[config.mk]
export PLATFORM = sky130hd
export DESIGN_NAME = xbar3_latched
export DESIGN_NICKNAME = d
export VERILOG_FILES = /design/src/rtl/xbar3_pkg.sv /design/src/rtl/xbar3_hold_reg.sv /design/src/rtl/xbar3_route_mux.sv /design/src/rtl/xbar3_latched.sv
export SDC_FILE = /design/constraint.sdc
export NUM_CORES = 1
export LEC_CHECK = 0
export ABC_AREA = 1
export BUFFER_PORTS_ARGS = -buffer_cell sky130_fd_sc_hd__buf_2
export CAP_MARGIN = 20
export CORE_MARGIN = 3
export CORE_UTILIZATION = 45
export CTS_CLUSTER_DIAMETER = 200
export DETAILED_ROUTE_END_ITERATION = 8
export HOLD_SLACK_MARGIN = 0.06
export PLACE_DENSITY = 0.91
export SETUP_SLACK_MARGIN = 0.4
export SYNTH_ARGS = -nofsm -noshare
export SYNTH_HDL_FRONTEND = slang
export SYNTH_SLANG_ARGS = --single-unit
export TNS_END_PERCENT = 100
[constraint.sdc]
create_clock -name clk -period 1.3 [get_ports clk]
set_clock_uncertainty 0.05 [all_clocks]
set_input_delay 0.26 -clock clk [delete_from_list [all_inputs] [get_ports clk]]
set_output_delay 0.26 -clock clk [all_outputs]
set_load 0.005 [all_outputs]
[src/rtl/xbar3_pkg.sv]
// Package: shared types and the route decode for the three-port crossbar.
// Assumes ports are numbered A=0, B=1, C=2.
package xbar3_pkg;

    typedef enum logic [1:0] {
        PORT_A = 2'd0,
        PORT_B = 2'd1,
        PORT_C = 2'd2
    } port_e;

    typedef enum logic [1:0] {
        RT_CROSS    = 2'b00,
        RT_FROM_C   = 2'b01,
        RT_READBACK = 2'b10,
        RT_FROM_C2  = 2'b11
    } route_e;

    // Returns the port whose held word drives output port 'dst' under route code 'rt'.
    function automatic port_e route_src(input port_e dst, input logic [1:0] rt);
        port_e s;
        case (dst)
            PORT_A: begin
                case (route_e'(rt))
                    RT_CROSS:    s = PORT_B;
                    RT_READBACK: s = PORT_A;
                    default:     s = PORT_C;
                endcase
            end
            PORT_B: begin
                case (route_e'(rt))
                    RT_CROSS:    s = PORT_A;
                    RT_READBACK: s = PORT_B;
                    default:     s = PORT_C;
                endcase
            end
            default: s = rt[0] ? PORT_B : PORT_A;
        endcase
        return s;
    endfunction

endpackage

[src/rtl/xbar3_hold_reg.sv]
// Module: one port's holding register.
// Loads its input word on a rising edge while ld is high and holds it otherwise.
// Assumes a synchronous active-low reset that clears the held word.
module xbar3_hold_reg #(
    parameter int W = 9
) (
    input  logic         clk,
    input  logic         rst_n,
    input  logic         ld,
    input  logic [W-1:0] d,
    output logic [W-1:0] q
);

    // Capture on enable, clear on reset.
    always_ff @(posedge clk) begin
        if (!rst_n)  q <= '0;
        else if (ld) q <= d;
    end

    // a load edge stores the input word.
    p_load_r2: assert property (@(posedge clk) disable iff (!rst_n)
        ld |=> q == $past(d));

    // without a load the word stays put.
    p_hold_r2: assert property (@(posedge clk) disable iff (!rst_n)
        !ld |=> $stable(q));

    // leaving reset, the word is zero.
    p_reset_r1: assert property (@(posedge clk) disable iff (!rst_n)
        $rose(rst_n) |-> q == '0);

endmodule

[src/rtl/xbar3_route_mux.sv]
// Module: output selector for one destination port.
// Picks a held word using the package route decode.
// Inverts the parity (top) bit when the source is C, the destination is not C and flip is high.
// Assumes lat[] is indexed by port number.
module xbar3_route_mux
    import xbar3_pkg::*;
#(
    parameter int    W   = 9,
    parameter port_e DST = PORT_A
) (
    input  logic [W-1:0] lat [3],
    input  logic [1:0]   rt,
    input  logic         par_flip,
    output logic [W-1:0] y
);

    localparam int PBIT = W - 1;

    port_e        src;
    logic [W-1:0] flip_mask;

    // Decode the source port and build the parity inversion mask.
    always_comb begin
        src       = route_src(DST, rt);
        flip_mask = '0;
        flip_mask[PBIT] = par_flip && (src == PORT_C) && (DST != PORT_C);
    end

    // Drive the selected word with the optional parity flip.
    always_comb y = lat[src] ^ flip_mask;

    // the low bits always match the selected source word exactly.
    always_comb begin
        a_lowbits_r7: assert (y[PBIT-1:0] == lat[src][PBIT-1:0]);
    end

endmodule

[src/rtl/xbar3_latched.sv]
// Module: three-port latched crossbar top.
// Holds one word per port and routes the held words to every port by a 2-bit code.
// Passes drive enables straight to the pad enable pins.
// Assumes split pads (in/out/oe) and a synchronous active-low reset.
module xbar3_latched
    import xbar3_pkg::*;
#(
    parameter int W = 9
) (
    input  logic         clk,
    input  logic         rst_n,
    input  logic [W-1:0] a_in,
    input  logic [W-1:0] b_in,
    input  logic [W-1:0] c_in,
    input  logic         a_ld,
    input  logic         b_ld,
    input  logic         c_ld,
    input  logic         a_drv,
    input  logic         b_drv,
    input  logic         c_drv,
    input  logic [1:0]   route,
    input  logic         par_flip,
    output logic [W-1:0] a_out,
    output logic [W-1:0] b_out,
    output logic [W-1:0] c_out,
    output logic         a_oe,
    output logic         b_oe,
    output logic         c_oe
);

    localparam int NPORT = 3;
    localparam int PBIT  = W - 1;

    logic [W-1:0] din  [NPORT];
    logic [W-1:0] held [NPORT];
    logic [W-1:0] dout [NPORT];
    logic         ld   [NPORT];

    // Gather the per-port pad signals into arrays.
    always_comb begin
        din[0] = a_in;  din[1] = b_in;  din[2] = c_in;
        ld[0]  = a_ld;  ld[1]  = b_ld;  ld[2]  = c_ld;
    end

    for (genvar i = 0; i < NPORT; i++) begin : g_port
        xbar3_hold_reg #(.W(W)) u_hold (
            .clk  (clk),
            .rst_n(rst_n),
            .ld   (ld[i]),
            .d    (din[i]),
            .q    (held[i])
        );
        xbar3_route_mux #(.W(W), .DST(port_e'(i))) u_mux (
            .lat     (held),
            .rt      (route),
            .par_flip(par_flip),
            .y       (dout[i])
        );
    end

    // Drive the outgoing buses and pad enables.
    always_comb begin
        a_out = dout[0];
        b_out = dout[1];
        c_out = dout[2];
        a_oe  = a_drv;
        b_oe  = b_drv;
        c_oe  = c_drv;
    end

    // port C takes A or B by route bit 0 only, never flipped.
    p_cport_r5: assert property (@(posedge clk) disable iff (!rst_n)
        c_out == (route[0] ? held[1] : held[0]));

    // a C-sourced word on port A carries the flip on its parity bit.
    p_aparity_r7: assert property (@(posedge clk) disable iff (!rst_n)
        route[0] |-> a_out[PBIT] == (held[2][PBIT] ^ par_flip));

    // readback returns each port's own word.
    p_readback_r6: assert property (@(posedge clk) disable iff (!rst_n)
        route == 2'b10 |-> (a_out == held[0] && b_out == held[1]));

    // flipping parity never disturbs C's held word.
    p_cheld_r8: assert property (@(posedge clk) disable iff (!rst_n)
        !c_ld |=> $stable(held[2]));

endmodule

; ---- Word level (Yosys, flattened, before mapping)
; Index checks and enable logic that the tools add are counted.
[classes]
n_addsub = 0
mul = 0
div = 0
magnitude_cmp = 3
n_eq_ne = 3
shifts = 0
mux = 12
bitwise = 5
n_reduce_logical = 3
[op_table]
columns = operator, n
row1 = $bmux W9 S2, 3
row2 = $mux W9, 6
row3 = $xor A9 B9 Y9, 2
row4 = $ge A3 B3 Y1 const B, 3
row5 = $not A2 Y3, 3
row6 = $pmux W2 S2, 2
row7 = $eq A2 B2 Y1 const B, 3
row8 = $logic_and A1 B1 Y1, 2
row9 = $logic_not A2 Y1, 1
row10 = $mux W1, 1
[totals]
ff_bits = 27
latchBits = 0
mem_bits_rw = 0
mem_bits_ro = 0
in_bits = 38
out_inout_bits = 30
elab_cells = 29
mem_count = 0

; ---- Longest topological paths before layout
; Gate-level depths: netlist (run 1).
[logic_depth]
word_depth = 7
depth_mapped = 6

; ---- Modules after synthesis
; A second synthesis (run 1) with hierarchy kept.
[unflattened]
hier_cells = 345
hier_area_um2 = 2097.0
[modules_own_cells]
columns = mod, instances, cells_each, area_each_um2, seq_area_each_um2
row1 = xbar3_hold_reg, 3, 57, 446.7, 180.2
row2 = xbar3_route_mux (g_port[0].u_mux ...), 2, 71, 309.0, 0.0
row3 = xbar3_route_mux (g_port[2].u_mux), 1, 29, 116.4, 0.0
row4 = xbar3_latched, 1, 3, 22.5, 0.0

; ---- Least setup slack after synthesis (run 1)
; Ideal clock, no wire load.
[synth_timing]
path_type = input-to-output
start = in route[0]
end = out a_out[8]
t_arrival_ns = 0.814
required_time_ns = 0.990
setup_slack_ns = 0.176
stages = 6
n_path_buf = 1
cell_sequence = buf_4 > nor2_4 > nand2_1 > nand3_1 > nand2_1 > nand2_1
[synth_between]
elab_chain_cells = 7
[synth_lines]
columns = item, line
row1 = start: declaration, xbar3_latched.sv:21  ; input logic [1:0] route,
row2 = $eq A2 B2 Y1 or $logic_not A2 Y1 (tied branches), xbar3_pkg.sv:23  ; case (route_e'(rt))
row3 = $pmux W2 S2 *, xbar3_pkg.sv:23
row4 = $not A2 Y3 (implied by the code), xbar3_route_mux.sv:30  ; always_comb y = lat[src] ^ flip_mask;
row5 = $bmux W9 S2, xbar3_route_mux.sv:30
row6 = $mux W9 (implied by the code) (2 in a row), xbar3_route_mux.sv:30
row7 = $xor A9 B9 Y9 *, xbar3_route_mux.sv:30
row8 = end: declaration, xbar3_latched.sv:23  ; output logic [W-1:0] a_out,
; Every way passes the cells marked *; elsewhere a longest branch is shown, timed or not. The select of a mux whose other input is x is not followed.

; ---- Final worst setup path (run 1)
[layout_timing]
start = reg g_port[0].u_hold.q[5]
end = out a_out[5]
[layout_between]
elab_chain_cells = 4
[layout_lines]
columns = item, line
row1 = start: declaration, xbar3_hold_reg.sv:11  ; output logic [W-1:0] q
row2 = start signal: assignment, xbar3_hold_reg.sv:16  ; if (!rst_n) q <= '0;
row3 = start signal: assignment, xbar3_hold_reg.sv:17  ; else if (ld) q <= d;
row4 = $bmux W9 S2, xbar3_route_mux.sv:30
row5 = $mux W9 (implied by the code) (2 in a row), xbar3_route_mux.sv:30
row6 = $xor A9 B9 Y9, xbar3_route_mux.sv:30
; No other way between the ends. The select of a mux whose other input is x is not followed.

==> results.cfg, run 1 <==
[run_status]
outcome = finished, violations left
violations = negative setup slack

[synth]
ys.warnings.count = 0
syn_area_per_cell_um2 = 6.610
yosysSeqAreaShare = 0.3989
syn-num-nets = 243
netlist_area_mm2 = 0.001355
synth_cell_types = 12
syn_inst = 205
synth_seq_cells = 27

[placed_design]
dpl.hpwl_um = 2888
io_buffer_count = 61
dp_cells = 292
gp_congestion = 0.8741
pre_cts_slack_ns = -0.04225

[floorplan]
ios = 68
die_x_um = 60.88
dieArea_mm2 = 0.003706
fp.dieH_um = 60.88
start_util = 0.4831
fp-row-count = 19
core_mm2 = 0.002805

[power]
pwr-share-clk = 0.210
p_comb_frac = 0.239
leakagePower_nw = 0.8939
pwr_density_cell_mw_per_mm2 = 955.6
intPower_mw = 1.193
p_sw_uw = 507.8
power_mw = 1.700
switching_share = 0.2986
ir_drop_uv = 751.7
p_seq_frac = 0.551

[critical_path]
start_kind = flop
path_max_fanout = 3
required_ns = 0.99
end_kind = primary output
crit_arrival_ns = 1.13
critPathKind = flop to primary output

[routing]
first_pass_iters = 4
drc = 0
vias_per_cell = 5.405
drtAntennaViolNets = 0
drt-initial-drc-count = 77
drt-total-wl_um = 4001
dr_total_vias = 1627
wl_per_cell_um = 13.29

[cts]
clkLatencyLatePin_ns = 0.32
cts_tree = yes
clk_pin_slew_ns = 0.14
cts_hold_buf = 0
cts_max_level = 1
cts_inserted_buffers = 3
cts_sinks = 27
cts.path.max_buffers = 2
root_buffer = clkbuf_4

[timing]
tns_ns = -1.626
finalHoldViolCount = 0
setup_ws_ns = -0.1426
period_share = 1.110
slew_headroom = 0.7180
rsz0062_at_grt = yes
fmax_mhz = 693.2
setup_violations = 19
worstMarginPinSlew_ns = 0.4230
fin_crit_ns = 1.443
maxSlewViolCount = 0

[grt]
grt_pass1_vias = 1411
use_met2 = 0.3527
use_met1 = 0.2937
groute.usage.overall = 0.2230
busiest_layer = met2
overflow = 0
grt_util_met3 = 0.05745
grt_max_degree = 28
antenna_found_initial = 0
grt_pass1_wl_um = 6258

[cells_and_area]
largest_reg_flops = 27
stdcell_count = 301
area_growth_pct = 31.30
drive_gt1_frac = 0.3889
top_regs = g_port.u_hold.q: 27 flops
fin_nets = 309
regMostFlops = g_port.u_hold.q
antenna_cells = 0

[min_path]
hold_class = primary input to flop

[run]
cap_violations = 0
## path summary, 6_finish.rpt
check | startpoint | endpoint | slack, ns | cells past startpoint
worst min register to register | g_port[0].u_hold.q[6] | g_port[0].u_hold.q[6] | 0.44 | 2
worst min-delay path | c_in[3] | g_port[2].u_hold.q[3] | 0.1 | 3
worst max register to register | g_port[0].u_hold.q[2] | g_port[0].u_hold.q[2] | 0.48 | 3
worst max-delay path | g_port[0].u_hold.q[5] | a_out[5] | -0.14 | 3
## power groups by stage
stage               sequential, mW  combinational [mW]  clock [mW]
floorplan                    0.933               0.224           0
global route                 0.946               0.453       0.390
CTS                          0.937               0.395       0.366
global placement             0.946               0.374           0
detailed placement           0.947               0.381           0
finish                       0.937               0.407       0.356
## stage by stage
step                      hold WS [ns]  area [µm²]  utilization
after floorplan                 0.3449        1366            -
after global placement          0.4148        1678       0.5981
after detailed placement        0.4250        1678       0.5981
after CTS                      0.09215        1757       0.6262
after global routing           0.09240        1779       0.6343
final                          0.09597        1779       0.6343
## placed cells by master, fill, tap and decap left out
cell      instances
a21oi_1           1
buf_2            60
buf_4             9
buf_6             1
clkbuf_4          4
clkinv_2          1
dfxtp_1          10
dfxtp_2          16
dfxtp_4           1
inv_2             6
nand2_1          54
nand2_2           3
nand3_1           5
nor2_1           52
nor2_2            1
nor2_4            2
o211ai_1         16
o21ai_1          27
o21ai_2           1
## cells by family after synthesis
kind of cell,Yosys count,share of synthesized area
buf+inv,17,0.06832
flops,27,0.3989
simple gates,116,0.3370
compound gates,45,0.1957
## routing by layer
layer  vias to the layer above  wire length (µm)
met4                         0                91
met5                         -                 0
li1                        803                 -
met3                        10               332
met1                       743              1719
met2                        71              1857
## critical path, stage by stage, from the launching register on
cell and delay (ns):
dfxtp_2 0.36, nand2_2 0.07, o211ai_1 0.22, buf_2 0.16
## synthesized netlist by cell type
cell type,count,area (µm²)
a21oi_1,1,5.000
nor2_4,2,22.52
o21ai_1,28,140.1
inv_1,1,3.750
inv_2,5,18.77
nor2_1,52,195.2
nand3_1,5,25.02
nand2_1,57,214.0
buf_2,5,25.02
buf_4,6,45.04
o211ai_1,16,120.1
dfxtp_1,27,540.5
## cell type report
class	count	area, µm²
Fill cell	272	1026
Multi-Input combinational cell	162	739.5
Sequential cell	27	564.3
Timing Repair Buffer	71	386.6
Tap cell	31	38.79
Clock buffer	3	22.52
Inverter	6	22.52
Clock inverter	1	5.005
## timing repair
item / 4_1_cts / 5_1_grt
cloned: 0 / 1
setup endpoints to repair: 27 / 27
setup buffers: 3 / 1
endpoints found under the hold margin: 0 / 0
resized for setup: 21 / 3
pin swaps: 3 / 3
(Power assumes the default switching activity.)
==> run 2, diff against run 1 <==
--- a/config.mk
+++ b/config.mk
@@ -5,11 +5,10 @@
 export SDC_FILE = /design/constraint.sdc
 export NUM_CORES = 1
 export LEC_CHECK = 0
-export ABC_AREA = 1
 export BUFFER_PORTS_ARGS = -buffer_cell sky130_fd_sc_hd__buf_2
 export CAP_MARGIN = 20
 export CORE_MARGIN = 3
-export CORE_UTILIZATION = 45
+export CORE_UTILIZATION = 47
 export CTS_CLUSTER_DIAMETER = 200
 export DETAILED_ROUTE_END_ITERATION = 8
 export HOLD_SLACK_MARGIN = 0.06
==> run 2 against run 1 <==
Net effect:
- the flow still finishes with violations (negative setup slack)
- largest cell class unchanged
- critical endpoint is now b_out[4]
- clock-buffer cell count unchanged
- non-clock buffer count grew 15
- sequential cell count did not move
- largest power group unchanged
- total power grew 14%
- sequential power shrank 0.6%
==> results.cfg, run 2 <==
[cells_and_area]
fill_cells = 220
regMostFlops = g_port.u_hold.q
fin_util = 0.7810
drive_gt1_frac = 0.7051
fin_nets = 256
top_regs = g_port.u_hold.q: 27 flops
antenna_cells = 0
area_growth_pct = 52.79
mostFrequentLayoutCell = buf_2
final_cell_mix = buf_2, mux2_4, buf_6
largest_reg_flops = 27

[critical_path]
end_kind = primary output
path_max_fanout = 4
crit_arrival_ns = 1.35
required_ns = 0.99
crit_chain = mux2_4 -> mux2_4 -> buf_6
cp_slowest_cell = dfxtp_2
crit_top_cell = mux2_4
critPathKind = flop to primary output
cpPeakStageDelay_ns = 0.37
start_kind = flop

[cts]
root_buffer = clkbuf_4
clk_pin_slew_ns = 0.15
cts_tree = yes
cts.path.max_buffers = 2
cts_inserted_buffers = 3
cts_max_level = 1
cts_sinks = 27
cts_hold_buf = 0
clkLatencyLatePin_ns = 0.32

[grt]
antenna_found_initial = 0
grt_pass1_vias = 1255
overflow = 0
grt_max_degree = 28
grt_pass1_wl_um = 6382
groute.usage.overall = 0.1975

[synth]
yosys.area.top_type = dfxtp_1
synth_cell_types = 11
synth_seq_cells = 27
yosysSeqAreaShare = 0.3354
synth.most_common_cell = mux2_2
ys_top_cells_by_area = dfxtp_1, mux2_2, mux2i_1
netlist_area_mm2 = 0.001612
netlist.area_leader.share = 0.3354
synth_commonest_cells = mux2_2, mux2i_1, dfxtp_1, nor2b_1, mux2_4
synth_flop_cell = dfxtp_1
syn_area_per_cell_um2 = 11.51
ys.warnings.count = 0
syn_inst = 140
async_flop_share = 0
synth_edf_count = 0
syn-num-nets = 178

[min_path]
hold_class = primary input to flop

[floorplan]
fp-row-count = 20
ios = 68
fp.dieH_um = 64.56
die_x_um = 64.56
core_mm2 = 0.003153
dieArea_mm2 = 0.004167
start_util = 0.5111

[routing]
wl_per_cell_um = 15.89
drt-initial-drc-count = 39
dr_total_vias = 1295
top_layer = met4
drt-total-wl_um = 4146
first_pass_iters = 3
wl_met2_um = 2006
drtAntennaViolNets = 0
wl_met1_um = 1914
vias_per_cell = 4.962
drc = 0
wl_met3_um = 203

[run]
cap_violations = 0

[timing]
maxSlewViolCount = 0
period_share = 1.276
fin_crit_ns = 1.658
finalHoldViolCount = 0
setup_ws_ns = -0.3582
worstMarginPinSlew_ns = 0.3919
slew_headroom = 0.7387
setup_violations = 27
hold_ws_ns = 0.1378
rsz0062_at_grt = yes
fmax_mhz = 603.1

[power]
pwr_density_cell_mw_per_mm2 = 784.8
ir_drop_uv = 589.6
leakagePower_nw = 1.245

[run_status]
violations = negative setup slack
outcome = finished, violations left

[placed_design]
io_buffer_count = 61
gp_congestion = 0.6979
dpl.hpwl_um = 2496
-- run 2: changes by cell type in the layout (fill, tap and decap cells not counted), sizes merged, moves of 16 or more --
| cell | before | now |
|---|---|---|
| nand2 | 57 | 0 |
| nor2 | 55 | 0 |
| mux2 | 0 | 41 |
| mux2i | 0 | 31 |
| o21ai | 28 | 0 |
| nor2b | 0 | 27 |
| buf | 70 | 86 |
| o211ai | 16 | 0 |
-- run 2: area by class of cell --
| class | instances | area, µm² | share of cell area |
|---|---|---|---|
| multi-input combinational | 100 | 1104 | 0.4482 |
| timing repair buffer | 86 | 711.9 | 0.2891 |
| sequential | 27 | 564.3 | 0.2292 |
| tap | 44 | 55.05 | 0.02236 |
| clock buffer | 3 | 22.52 | 0.009146 |
| clock inverter | 1 | 5.005 | 0.002033 |
-- run 2: cells by family (layout without fill, tap and decap cells) --
group | after synthesis | after routing | share of synthesized area
XOR/XNOR | 1 | 1 | 0.005436
buffers and inverters | 13 | 90 | 0.05668
flip-flops | 27 | 27 | 0.3354
multiplexers | 72 | 72 | 0.4977
AND/OR/NAND/NOR | 27 | 27 | 0.1048
-- run 2: critical path: cells and delay by family (launching register included) --
family                 cells  cell delay, ns
DFF                        1            0.37
buffers and inverters      1            0.12
muxes                      2            0.54
-- run 2: worst paths after layout --
kind,from,to,slack [ns],cells after the start
worst min-delay path,c_in[6],g_port[2].u_hold.q[6],0.14,3
worst min register to register,g_port[0].u_hold.q[1],g_port[0].u_hold.q[1],0.50,2
worst max register to register,g_port[0].u_hold.q[6],g_port[0].u_hold.q[6],0.21,6
worst max-delay path,g_port[0].u_hold.q[4],b_out[4],-0.36,3
-- run 2: metal layers --
layer | up-vias | GRT usage
met2 | 47 | 0.3544
met1 | 607 | 0.2524
li1 | 639 | -
met3 | 2 | 0.02600
met4 | 0 | 0.03958
met5 | - | 0
-- run 2: through the flow --
| step | instances | worst slack, ns | setup TNS, ns | power [mW] | cell area [µm²] |
|---|---|---|---|---|---|
| finish | 261 | -0.3582 | -7.372 | 1.932 | 2462 |
| global route | 261 | -0.4112 | -8.791 | 2.044 | 2462 |
| CTS | 253 | -0.3647 | -7.247 | 1.892 | 2331 |
| detailed placement | 239 | -0.2966 | -4.279 | 1.391 | 1996 |
| global placement | 239 | -0.2639 | -3.916 | 1.377 | 1996 |
| floorplan | 140 | -0.07539 | -0.5691 | 1.244 | 1693 |
-- run 2: power breakdown --
| part | total [mW] | leakage [nW] | internal (mW) | switching [mW] |
|---|---|---|---|---|
| logic | 0.635 | 0.997 | 0.419 | 0.216 |
| registers | 0.931 | 0.230 | 0.885 | 0.0459 |
| clock network | 0.367 | 0.0177 | 0.115 | 0.252 |
| total | 1.93 | 1.24 | 1.42 | 0.514 |
-- run 2: what timing repair did --
item	in CTS	in global routing
setup buffers	9	8
endpoints found under the setup margin	27	28
gates cloned	1	0
pin swaps	1	0
gates resized for setup	60	16
